File: config.mk
export PLATFORM = sky130hd
export DESIGN_NAME = tdm_slot_calendar
export DESIGN_NICKNAME = d
export VERILOG_FILES = /design/src/rtl/cal_pkg.sv /design/src/rtl/cal_slot_store.sv /design/src/rtl/cal_sequencer.sv /design/src/rtl/cal_port_map.sv /design/src/rtl/tdm_slot_calendar.sv
export SDC_FILE = /design/constraint.sdc
export NUM_CORES = 1
export LEC_CHECK = 0
export ABC_AREA = 0
export BUFFER_PORTS_ARGS = -buffer_cell sky130_fd_sc_hd__buf_2
export CORE_MARGIN = 4
export CORE_UTILIZATION = 48
export DETAILED_ROUTE_END_ITERATION = 10
export PLACE_DENSITY_LB_ADDON = 0.08
export SLEW_MARGIN = 15
export SYNTH_ARGS = -nofsm -noshare
export SYNTH_HDL_FRONTEND = slang
export SYNTH_SLANG_ARGS = --single-unit
File: constraint.sdc
create_clock -name clk -period 3.7 [get_ports clk]
set_input_delay 0 -clock clk [delete_from_list [all_inputs] [get_ports clk]]
set_output_delay 0 -clock clk [all_outputs]
set_load 0.005 [all_outputs]
File: src/rtl/cal_pkg.sv
package cal_pkg;

    typedef enum logic [0:0] {
        ST_RUN = 1'b0,
        ST_PGM = 1'b1
    } cal_state_e;

    localparam int unsigned MAP_UNUSED = 99;
    localparam int unsigned PORT_LIMIT = 70;

    // Position-to-port map, computed per segment.
    function automatic int unsigned pos_to_port(int unsigned seg, int unsigned pos);
        int unsigned p;
        p = MAP_UNUSED;
        if (seg < 4) begin
            if (pos == 0)       p = 57 + seg;
            else if (pos == 1)  p = 12 + seg;
            else if (pos < 5)   p = 3 * seg + pos - 2;
            else if (pos < 13)  p = 16 + 8 * seg + pos - 5;
        end else if (seg < 6) begin
            if (pos == 0)       p = 57 + seg;
            else if (pos < 4)   p = 48 + 3 * (seg - 4) + pos - 1;
        end else if (seg == 6) begin
            case (pos)
                0: p = 56;
                1: p = 63;
                2: p = 54;
                3: p = 55;
                default: p = MAP_UNUSED;
            endcase
        end else if (seg == 7) begin
            if (pos == 0) p = 64;
        end
        return p;
    endfunction

endpackage

File: src/rtl/cal_slot_store.sv
module cal_slot_store #(
    parameter int unsigned DEPTH = 64,
    parameter int unsigned VAL_W = 4,
    parameter int unsigned IDLE  = 13
) (
    input  logic                     clk,
    input  logic                     rst_n,
    input  logic                     pgm_en,
    input  logic                     commit,
    input  logic                     idx_wr,
    input  logic [$clog2(DEPTH)-1:0] idx_in,
    input  logic                     val_wr,
    input  logic [VAL_W-1:0]         val_in,
    input  logic [$clog2(DEPTH)-1:0] rd_ptr,
    output logic [VAL_W-1:0]         rd_val,
    output logic [$clog2(DEPTH)-1:0] len_q
);
    localparam int unsigned IDX_W = $clog2(DEPTH);

    logic [VAL_W-1:0] mem [DEPTH];
    logic [IDX_W-1:0] idx_q;
    logic [IDX_W-1:0] max_q;
    logic             any_q;
    logic [IDX_W-1:0] wr_idx;
    logic             wr_go;

    // a same-cycle index write takes precedence over the latched index.
    assign wr_idx = idx_wr ? idx_in : idx_q;
    assign wr_go  = pgm_en && val_wr;
    assign rd_val = mem[rd_ptr];

    always_ff @(posedge clk or negedge rst_n) begin
        if (!rst_n) begin
            for (int i = 0; i < int'(DEPTH); i++) begin
                mem[i] <= VAL_W'(IDLE);
            end
            idx_q <= '0;
            max_q <= '0;
            any_q <= 1'b0;
            len_q <= '0;
        end else begin
            if (pgm_en && idx_wr) begin
                idx_q <= idx_in;
            end
            if (wr_go) begin
                mem[wr_idx] <= val_in;
                any_q       <= 1'b1;
                if (!any_q || (wr_idx > max_q)) begin
                    max_q <= wr_idx;
                end
            end
            if (commit) begin
                if (any_q) begin
                    len_q <= max_q;
                end
                any_q <= 1'b0;
            end
        end
    end

    p_max_tracks_r4: assert property (@(posedge clk) disable iff (!rst_n)
        wr_go |=> (max_q >= $past(wr_idx)) && any_q);

    p_len_only_on_commit_r4: assert property (@(posedge clk) disable iff (!rst_n)
        !commit |=> $stable(len_q));

    p_no_write_idle_r6: assert property (@(posedge clk) disable iff (!rst_n)
        (!pgm_en && !commit) |=> $stable(any_q));

endmodule

File: src/rtl/cal_sequencer.sv
module cal_sequencer
    import cal_pkg::*;
#(
    parameter int unsigned IDX_W = 6
) (
    input  logic             clk,
    input  logic             rst_n,
    input  logic             pgm_en,
    input  logic [IDX_W-1:0] len,
    output logic [IDX_W-1:0] ptr,
    output logic             in_pgm,
    output logic             commit
);
    cal_state_e       state_q, state_d;
    logic [IDX_W-1:0] ptr_q;

    always_comb begin
        state_d = state_q;
        commit  = 1'b0;
        unique case (state_q)
            ST_RUN: begin
                if (pgm_en) state_d = ST_PGM;          // enter
            end
            ST_PGM: begin
                if (!pgm_en) begin                      // commit
                    state_d = ST_RUN;
                    commit  = 1'b1;
                end
            end
            default: state_d = ST_RUN;
        endcase
    end

    always_ff @(posedge clk or negedge rst_n) begin
        if (!rst_n) state_q <= ST_RUN;
        else        state_q <= state_d;
    end

    always_ff @(posedge clk or negedge rst_n) begin
        if (!rst_n) begin
            ptr_q <= '0;
        end else if (state_q == ST_PGM || pgm_en) begin
            ptr_q <= '0;
        end else if (ptr_q == len) begin
            ptr_q <= '0;
        end else begin
            ptr_q <= ptr_q + 1'b1;
        end
    end

    assign ptr    = ptr_q;
    assign in_pgm = (state_q == ST_PGM);

    p_ptr_in_range_r5: assert property (@(posedge clk) disable iff (!rst_n)
        ptr_q <= len);

    p_restart_r5: assert property (@(posedge clk) disable iff (!rst_n)
        (state_q == ST_PGM && !pgm_en) |=> (ptr_q == '0) && (state_q == ST_RUN));

    p_advance_r5: assert property (@(posedge clk) disable iff (!rst_n)
        (state_q == ST_RUN && !pgm_en && ptr_q != len) |=> ptr_q == $past(ptr_q) + 1'b1);

    p_wrap_r5: assert property (@(posedge clk) disable iff (!rst_n)
        (state_q == ST_RUN && !pgm_en && ptr_q == len) |=> ptr_q == '0);

endmodule

File: src/rtl/cal_port_map.sv
module cal_port_map
    import cal_pkg::*;
#(
    parameter int unsigned SEGMENT   = 0,
    parameter int unsigned POS_W     = 4,
    parameter int unsigned PORT_W    = 7,
    parameter int unsigned POSITIONS = 13
) (
    input  logic [POS_W-1:0]  pos,
    output logic [PORT_W-1:0] port,
    output logic              vld
);
    int unsigned raw;

    always_comb begin
        raw = pos_to_port(SEGMENT, int'(pos));
        vld = (int'(pos) < int'(POSITIONS)) && (raw < PORT_LIMIT);
        port = vld ? PORT_W'(raw) : '0;
    end

endmodule

File: src/rtl/tdm_slot_calendar.sv
module tdm_slot_calendar
    import cal_pkg::*;
#(
    parameter int unsigned SEGMENT = 0,
    parameter int unsigned DEPTH   = 64,
    parameter int unsigned DEVICES = 13,
    parameter int unsigned VAL_W   = 4,
    parameter int unsigned PORT_W  = 7
) (
    input  logic                     clk,
    input  logic                     rst_n,
    input  logic                     pgm_en,
    input  logic                     idx_wr,
    input  logic [$clog2(DEPTH)-1:0] idx_in,
    input  logic                     val_wr,
    input  logic [VAL_W-1:0]         val_in,
    output logic [VAL_W-1:0]         slot_dev,
    output logic [PORT_W-1:0]        slot_port,
    output logic                     slot_port_vld,
    output logic [$clog2(DEPTH)-1:0] cur_len
);
    localparam int unsigned IDX_W = $clog2(DEPTH);
    localparam int unsigned IDLE  = DEVICES;

    logic [IDX_W-1:0] ptr;
    logic [VAL_W-1:0] rd_val;
    logic             in_pgm;
    logic             commit;

    cal_sequencer #(.IDX_W(IDX_W)) u_seq (
        .clk    (clk),
        .rst_n  (rst_n),
        .pgm_en (pgm_en),
        .len    (cur_len),
        .ptr    (ptr),
        .in_pgm (in_pgm),
        .commit (commit)
    );

    cal_slot_store #(.DEPTH(DEPTH), .VAL_W(VAL_W), .IDLE(IDLE)) u_store (
        .clk    (clk),
        .rst_n  (rst_n),
        .pgm_en (pgm_en),
        .commit (commit),
        .idx_wr (idx_wr),
        .idx_in (idx_in),
        .val_wr (val_wr),
        .val_in (val_in),
        .rd_ptr (ptr),
        .rd_val (rd_val),
        .len_q  (cur_len)
    );

    // idle while programming, out-of-range codes fold to idle.
    always_comb begin
        if (in_pgm || rd_val > VAL_W'(IDLE)) slot_dev = VAL_W'(IDLE);
        else                                 slot_dev = rd_val;
    end

    cal_port_map #(
        .SEGMENT   (SEGMENT),
        .POS_W     (VAL_W),
        .PORT_W    (PORT_W),
        .POSITIONS (DEVICES)
    ) u_map (
        .pos  (slot_dev),
        .port (slot_port),
        .vld  (slot_port_vld)
    );

    p_idle_while_pgm_r2: assert property (@(posedge clk) disable iff (!rst_n)
        pgm_en |=> slot_dev == VAL_W'(IDLE));

    p_dev_range_r7: assert property (@(posedge clk) disable iff (!rst_n)
        slot_dev <= VAL_W'(IDLE));

    p_idle_no_port_r8: assert property (@(posedge clk) disable iff (!rst_n)
        (slot_dev == VAL_W'(IDLE)) |-> !slot_port_vld);

endmodule

Yosys cells after proc, flatten, opt, wreduce, memory -nomap -nowiden
Cells that the tools add are included.
{"block": "word_totals", "reg_bits": 282, "latch_bits": 0, "mem_bits_rw": 0, "mem_bits_ro": 0, "in_bits": 15, "output_inout_bits": 18, "wordCells": 119, "memories": 0}
{"block": "op_classes", "addsub": 4, "n_mul": 0, "div": 0, "order_cmp": 9, "n_eq_ne": 2, "shifts": 0, "n_mux": 20, "bitwise": 2, "reduce_logical": 12}
{"op": "bitwise mux 256 bit", "count": 1}
{"op": "two-way mux 32 bit", "count": 4}
{"op": "less-than comparator 32 x 7 -> 1 bit, second input constant", "count": 1}
{"op": "subtractor 32 x 3 -> 32 bit, second input constant", "count": 1}
{"op": "binary-select mux 4 bit (select 6 bit)", "count": 1}
{"op": "demux 4 bit (select 6 bit)", "count": 1}
{"op": "two-way mux 6 bit", "count": 3}
{"op": "two-way mux 4 bit", "count": 4}
{"op": ">= comparator 7 bit, second input constant", "count": 2}
{"op": "inverter 6 -> 7 bit", "count": 2}
{"op": "less-than comparator 4 bit, second input constant", "count": 2}
{"op": "less-than comparator 7 x 1 -> 1 bit, second input constant", "count": 1}
{"op": "two-way mux 7 bit", "count": 1}
{"op": "adder 5 x 4 -> 6 bit, first input constant", "count": 1}
{"op": "adder 6 x 1 -> 6 bit, second input constant", "count": 1}
{"op": "== test 6 bit", "count": 1}
{"op": "> comparator 6 bit", "count": 1}
{"op": "two-way mux 1 bit", "count": 5}
{"op": "subtractor 4 x 2 -> 5 bit, second input constant", "count": 1}
{"op": "== test 4 x 1 -> 1 bit, second input constant", "count": 1}
{"op": "> comparator 4 bit, second input constant", "count": 1}
{"op": "logical AND 1 bit", "count": 4}
{"op": "zero test 4 bit", "count": 1}
{"op": "less-than comparator 4 x 3 -> 1 bit, second input constant", "count": 1}
{"op": "4 further kinds", "count": 7}

Longest topological paths before layout
{"block": "depth", "word_depth": 16, "depth_mapped": 18, "depth_no_buf": 13}

Cells and area by module
A second synthesis with hierarchy kept.
{"block": "unflattened", "hier_cells": 959, "hier_area_um2": 13875.8}
{"module": "cal_slot_store", "n_inst": 1, "cells_per_inst": 874, "area_each_um2": 13098.8, "seq_area_each_um2": 7121.8}
{"module": "cal_sequencer", "n_inst": 1, "cells_per_inst": 37, "area_each_um2": 416.6, "seq_area_each_um2": 175.2}
{"module": "cal_port_map", "n_inst": 1, "cells_per_inst": 43, "area_each_um2": 326.6, "seq_area_each_um2": 0.0}
{"module": "tdm_slot_calendar", "n_inst": 1, "cells_per_inst": 5, "area_each_um2": 33.8, "seq_area_each_um2": 0.0}

Least setup slack after synthesis
Ideal clock, no wire load.
{"block": "synth_timing", "kind": "reg2out", "start": "reg u_seq.ptr_q[0] (netlist: u_seq.ptr[0])", "end": "out slot_port[3]", "arrival_ns": 3.422, "setup_slack_ns": 0.278, "stages_incl_launch_ff": 17, "path_cell_list": "dfrtp_1 > buf_6 > buf_8 > buf_4 > buf_4 > mux4_2 > a22oi_1 > a21oi_1 > o21ai_1 > o311ai_1 > a31oi_2 > inv_1 > ha_1 > nor2_1 > or4b_4 > o21ai_2 > o32ai_1"}
{"block": "synth_via", "elab_chain_cells": 16}
{"item": "from (decl)", "line_no": "cal_sequencer.sv:15", "text": "logic [IDX_W-1:0] ptr_q;"}
{"item": "from (signal assigned)", "line_no": "cal_sequencer.sv:47", "text": "ptr_q <= ptr_q + 1'b1;"}
{"item": "inverter 6 -> 7 bit (not written as such) (*)", "line_no": "cal_slot_store.sv:30", "text": "assign rd_val = mem[rd_ptr];"}
{"item": "binary-select mux 4 bit (select 6 bit) (*)", "line_no": "cal_slot_store.sv:30"}
{"item": "two-way mux 4 bit (not written as such) (*) (2 in a row)", "line_no": "cal_slot_store.sv:30"}
{"item": "> comparator 4 bit", "line_no": "tdm_slot_calendar.sv:56", "text": "if (in_pgm || rd_val > VAL_W'(IDLE)) slot_dev = VAL_W'(IDLE);"}
{"item": "logical OR 1 bit", "line_no": "tdm_slot_calendar.sv:56"}
{"item": "two-way mux 4 bit (*)", "line_no": "tdm_slot_calendar.sv:56"}
{"item": "via slot_dev[0]", "line_no": "tdm_slot_calendar.sv:17", "text": "output logic [VAL_W-1:0] slot_dev,"}
{"item": "adder 5 x 4 -> 6 bit", "line_no": "cal_pkg.sv:19", "text": "else if (pos < 13) p = 16 + 8 * seg + pos - 5;"}
{"item": "subtractor 32 x 3 -> 32 bit", "line_no": "cal_pkg.sv:19"}
{"item": "two-way mux 32 bit", "line_no": "cal_pkg.sv:19"}
{"item": "two-way mux 32 bit", "line_no": "cal_pkg.sv:18", "text": "else if (pos < 5) p = 3 * seg + pos - 2;"}
{"item": "two-way mux 32 bit", "line_no": "cal_pkg.sv:17", "text": "else if (pos == 1) p = 12 + seg;"}
{"item": "two-way mux 32 bit", "line_no": "cal_pkg.sv:16", "text": "if (pos == 0) p = 57 + seg;"}
{"item": "less-than comparator 32 x 7 -> 1 bit", "line_no": "cal_port_map.sv:17", "text": "vld = (int'(pos) < int'(POSITIONS)) && (raw < PORT_LIMIT);"}
{"item": "logical AND 1 bit", "line_no": "cal_port_map.sv:17"}
{"item": "two-way mux 7 bit (*)", "line_no": "cal_port_map.sv:18", "text": "port = vld ? PORT_W'(raw) : '0;"}
{"item": "to (decl)", "line_no": "tdm_slot_calendar.sv:18", "text": "output logic [PORT_W-1:0] slot_port,"}
The timed path passes the listed nets; every way through them passes the cells marked *. The select of a mux whose other input is x is not followed.

Worst setup path after layout
{"block": "layout_timing", "start": "reg u_seq.ptr_q[0] (netlist: u_seq.ptr[0])", "end": "out slot_port[3]"}
{"block": "layout_via", "elab_chain_cells": 16}
{"item": "inverter 6 -> 7 bit (not written as such) (*)", "line_no": "cal_slot_store.sv:30"}
{"item": "binary-select mux 4 bit (select 6 bit) (*)", "line_no": "cal_slot_store.sv:30"}
{"item": "two-way mux 4 bit (not written as such) (*) (2 in a row)", "line_no": "cal_slot_store.sv:30"}
{"item": "> comparator 4 bit", "line_no": "tdm_slot_calendar.sv:56"}
{"item": "logical OR 1 bit", "line_no": "tdm_slot_calendar.sv:56"}
{"item": "two-way mux 4 bit (*)", "line_no": "tdm_slot_calendar.sv:56"}
{"item": "adder 5 x 4 -> 6 bit", "line_no": "cal_pkg.sv:19"}
{"item": "subtractor 32 x 3 -> 32 bit", "line_no": "cal_pkg.sv:19"}
{"item": "two-way mux 32 bit", "line_no": "cal_pkg.sv:19"}
{"item": "two-way mux 32 bit", "line_no": "cal_pkg.sv:18"}
{"item": "two-way mux 32 bit", "line_no": "cal_pkg.sv:17"}
{"item": "two-way mux 32 bit", "line_no": "cal_pkg.sv:16"}
{"item": "less-than comparator 32 x 7 -> 1 bit", "line_no": "cal_port_map.sv:17"}
{"item": "logical AND 1 bit", "line_no": "cal_port_map.sv:17"}
{"item": "two-way mux 7 bit (*)", "line_no": "cal_port_map.sv:18"}
Every way passes the cells marked *; elsewhere a longest branch is shown, timed or not. The select of a mux whose other input is x is not followed.

==> results_dict.tcl <==
set metrics [dict create \
    status "complete, but fails checks" \
    violations "setup timing" \
    antenna_left 0 \
    crit_chain "buf_12, mux4_2, mux2_4, o22a_1, a21oi_2, nor2_2, nand2_1, and3_4, inv_6, ha_4, nor2_4, or4b_4, o21ai_4, o32ai_2, buf_2" \
    num-fill-cells 2315 \
    fin_ws_ns -0.366 \
    vias 8621 \
    coreArea_um2 28700 \
    layout.cells.non_filler 1501 \
    worst_ep_required_time_ns 3.70 \
    finalWeightedCongestion 0.843 \
    portBuffers 31 \
    rsz0062_at_grt "true" \
    postSynthCellCount 994 \
    clkLatencyLatePin_ns 0.57 \
    worst-slew-pin-transition_ns 0.862 \
    synth_area_um2 14000 \
    syn_avg_cell_area_um2 14.1 \
    crit_fanout 7 \
    max-vdd-ir-drop_uv 602 \
    final_common_cell "mux2_2" \
    synth_compound_area_share_pct 3.86 \
    die_h_um 179 \
    cts.sinks 282 \
    overflow 0 \
    drtIter0Drc 522 \
    reg2reg_slack_ns 0.80 \
    ios 33 \
    track_usage_pct 22.3 \
    path_depth 15 \
    drv_cap 0 \
    firstDrtPassIters 5 \
    n_antenna_cell 0 \
    wl_per_cell_um 23.2 \
    worstRegToRegCells 12 \
    grt_pass1_wl_um 54400 \
    ys_ff_latch 282 \
    post-dp-hpwl_um 23600 \
    root_buffer "clkbuf_16" \
    synthAdderAreaFrac_pct 1.16 \
    drc 0 \
    die_w_um 179 \
    critPathLaunchType "register" \
    endpoint "slot_port[3]" \
    final.period_utilization_pct 110 \
    nNetsFinal 1122 \
    layout_common_cells "mux2_2, dfstp_2, dfrtp_1" \
    cts_made_buffers 30 \
    hold_class "primary input to register" \
    placed_cells 1412 \
    crit_arrival_ns 4.07 \
    min_period_ns 4.07 \
    r2r_start "u_store.idx_q[1]" \
    die_area_um2 31900 \
    antenna_found_initial 0 \
    synth_top_family_by_area "multiplexers" \
    yosys.area_share.xor_xnor_pct 0.564 \
    yosysWarnings 0 \
    setup_viol 8 \
    critPathKind "register to output pin" \
    initial_core_util_pct 48.7 \
    fmax_ghz 0.246 \
    crit_path_start "u_seq.ptr[0]" \
    clock_path_buffers 3 \
    synth_flop_cell "dfstp_2" \
    hold_viol 0 \
    synth.distinct_cells 67 \
    synthMuxAreaShare_pct 33.4 \
    clk_pin_slew_worst_paths_ns 0.06 \
    viasPerCell 5.74 \
    slew_headroom_pct 42.5 \
    rows 62 \
    syn_nets 1022 \
    slew_viol_final 0 \
    clock_skew_ns 0.0150 \
    cpPeakStageDelay_ns 0.56 \
    area_growth_pct 17.9 \
    end_kind "output pin" \
    drive_gt1_share_pct 64.9 \
    yosysSeqAreaShare_pct 52.2 \
    critPathTopFamily "simple AND/OR/NAND/NOR gates" \
    crit_buf_inv 3 \
    power.density_nw_per_um2 553 \
    utilization_pct 57.4 \
    slowest_stage "mux4_2" \
    grt_max_degree 112 \
    synth-async-reset-ratio_pct 100 \
    synthSimpleGateAreaFrac_pct 5.80 \
    grt_pass1_vias 8976 \
    cts_tree "built" \
    leakagePower_uw 0.00702 \
    wl_um 34900 \
    synth_edf_count 0 \
    reg2reg_to "u_store.max_q[0]" \
    htreeDepth 1 \
]
synth_stat cells (all sizes together), types with 6 or more instances:
cell	n	area, µm²
dfstp	192	5040
buf	27	199
dfrtp	90	2250
o21ai	15	78.8
clkbuf	32	120
mux4	57	1330
nand2	86	323
a21oi	10	53.8
inv	23	86.3
xor2	6	52.6
nor4	10	62.6
ha	13	163
nor2b	10	62.6
nor2	40	155
a22oi	8	65.1
mux2	278	3130
mux2i	21	210
nand3	7	35.0
power by group:
part / switching, µW / internal (µW)
Combinational: 838 / 1010
Sequential: 284 / 3850
Clock: 1250 / 1860
per-layer routing:
metal,GRT usage (%),wire [µm]
met1,32.9,16200
met2,34.9,16000
met3,3.29,1650
met4,5.82,989
met5,0,0
final cells by class:
type | count | area (µm²) | share of cell area [%]
Tap cell | 384 | 480 | 2.92
Multi-Input combinational cell | 629 | 6430 | 39.1
Sequential cell | 282 | 7310 | 44.4
Inverter | 24 | 98.8 | 0.600
Timing Repair Buffer | 127 | 1120 | 6.80
Clock buffer | 46 | 891 | 5.41
Clock inverter | 9 | 143 | 0.866
timing repair:
action                                  4_1_cts  5_1_grt
cloned                                        1        0
pin swaps                                    19        8
endpoints found under the setup margin        7        8
hold buffers                                  9        0
gates resized for setup                      45       14
buffers inserted                             21        4
endpoints found under the hold margin        96        0
flip-flops by register name (all words and copies together), names as in the netlist:
register and count:
u_store.idx_q 6, u_store.len_q 6, u_store.mem 256, u_seq.ptr 6
u_store.max_q 6, u_seq.in_pgm 1, u_store.any_q 1
per-stage QoR:
| step | setup TNS, ns | instance area, µm² | worst slack (ns) | power, µW | hold slack [ns] |
|---|---|---|---|---|---|
| finish | -2.07 | 16500 | -0.366 | 9100 | 0.0260 |
| global route | -3.07 | 16500 | -0.475 | 9530 | 0.0438 |
| CTS | -2.04 | 16400 | -0.347 | 9150 | 0.00661 |
| detailed placement | 0 | 14900 | 0.0422 | 5840 | 0.141 |
| global placement | 0 | 14900 | 0.0899 | 5790 | 0.140 |
| floorplan | 0 | 14000 | 0.278 | 5240 | -0.296 |
cells by family (layout without fill, tap and decap cells):
kind of cell	after synthesis	count (layout)
muxes	356	356
DFF	282	282
and+or+nand+nor	179	179
buffers and inverters	83	206
AOI/OAI and AO/OA	71	71
adders and majority gates	13	13
xor gates and xnor gates	9	9
other	1	1
worst min-delay path by stage:
| stage | startpoint | end | slack, ns | depth (start not counted) |
|---|---|---|---|---|
| 5_1_grt | val_in[0] | u_store.mem[24] | 0.04 | 2 |
| 6_report | val_in[0] | u_store.mem[12] | 0.03 | 2 |
| 4_1_cts | val_in[0] | u_store.mem[208] | 0.007 | 2 |
| 3_5_place_dp | rst_n | u_store.idx_q[1] | 0.14 | 1 |
| 2_1_floorplan | rst_n | u_seq.in_pgm | -0.30 | 0 |
| 3_3_place_gp | rst_n | u_store.idx_q[1] | 0.14 | 1 |
worst register-to-register path: cells and delay by family, from the launching register on:
| family | cells | cell delay, ns |
|---|---|---|
| AOI/OAI and AO/OA | 6 | 1.14 |
| muxes | 2 | 0.55 |
| adders and majority gates | 1 | 0.32 |
| buffers and inverters | 2 | 0.28 |
| DFF | 1 | 0.37 |
| and+or+nand+nor | 1 | 0.13 |
(Power assumes the default switching activity.)
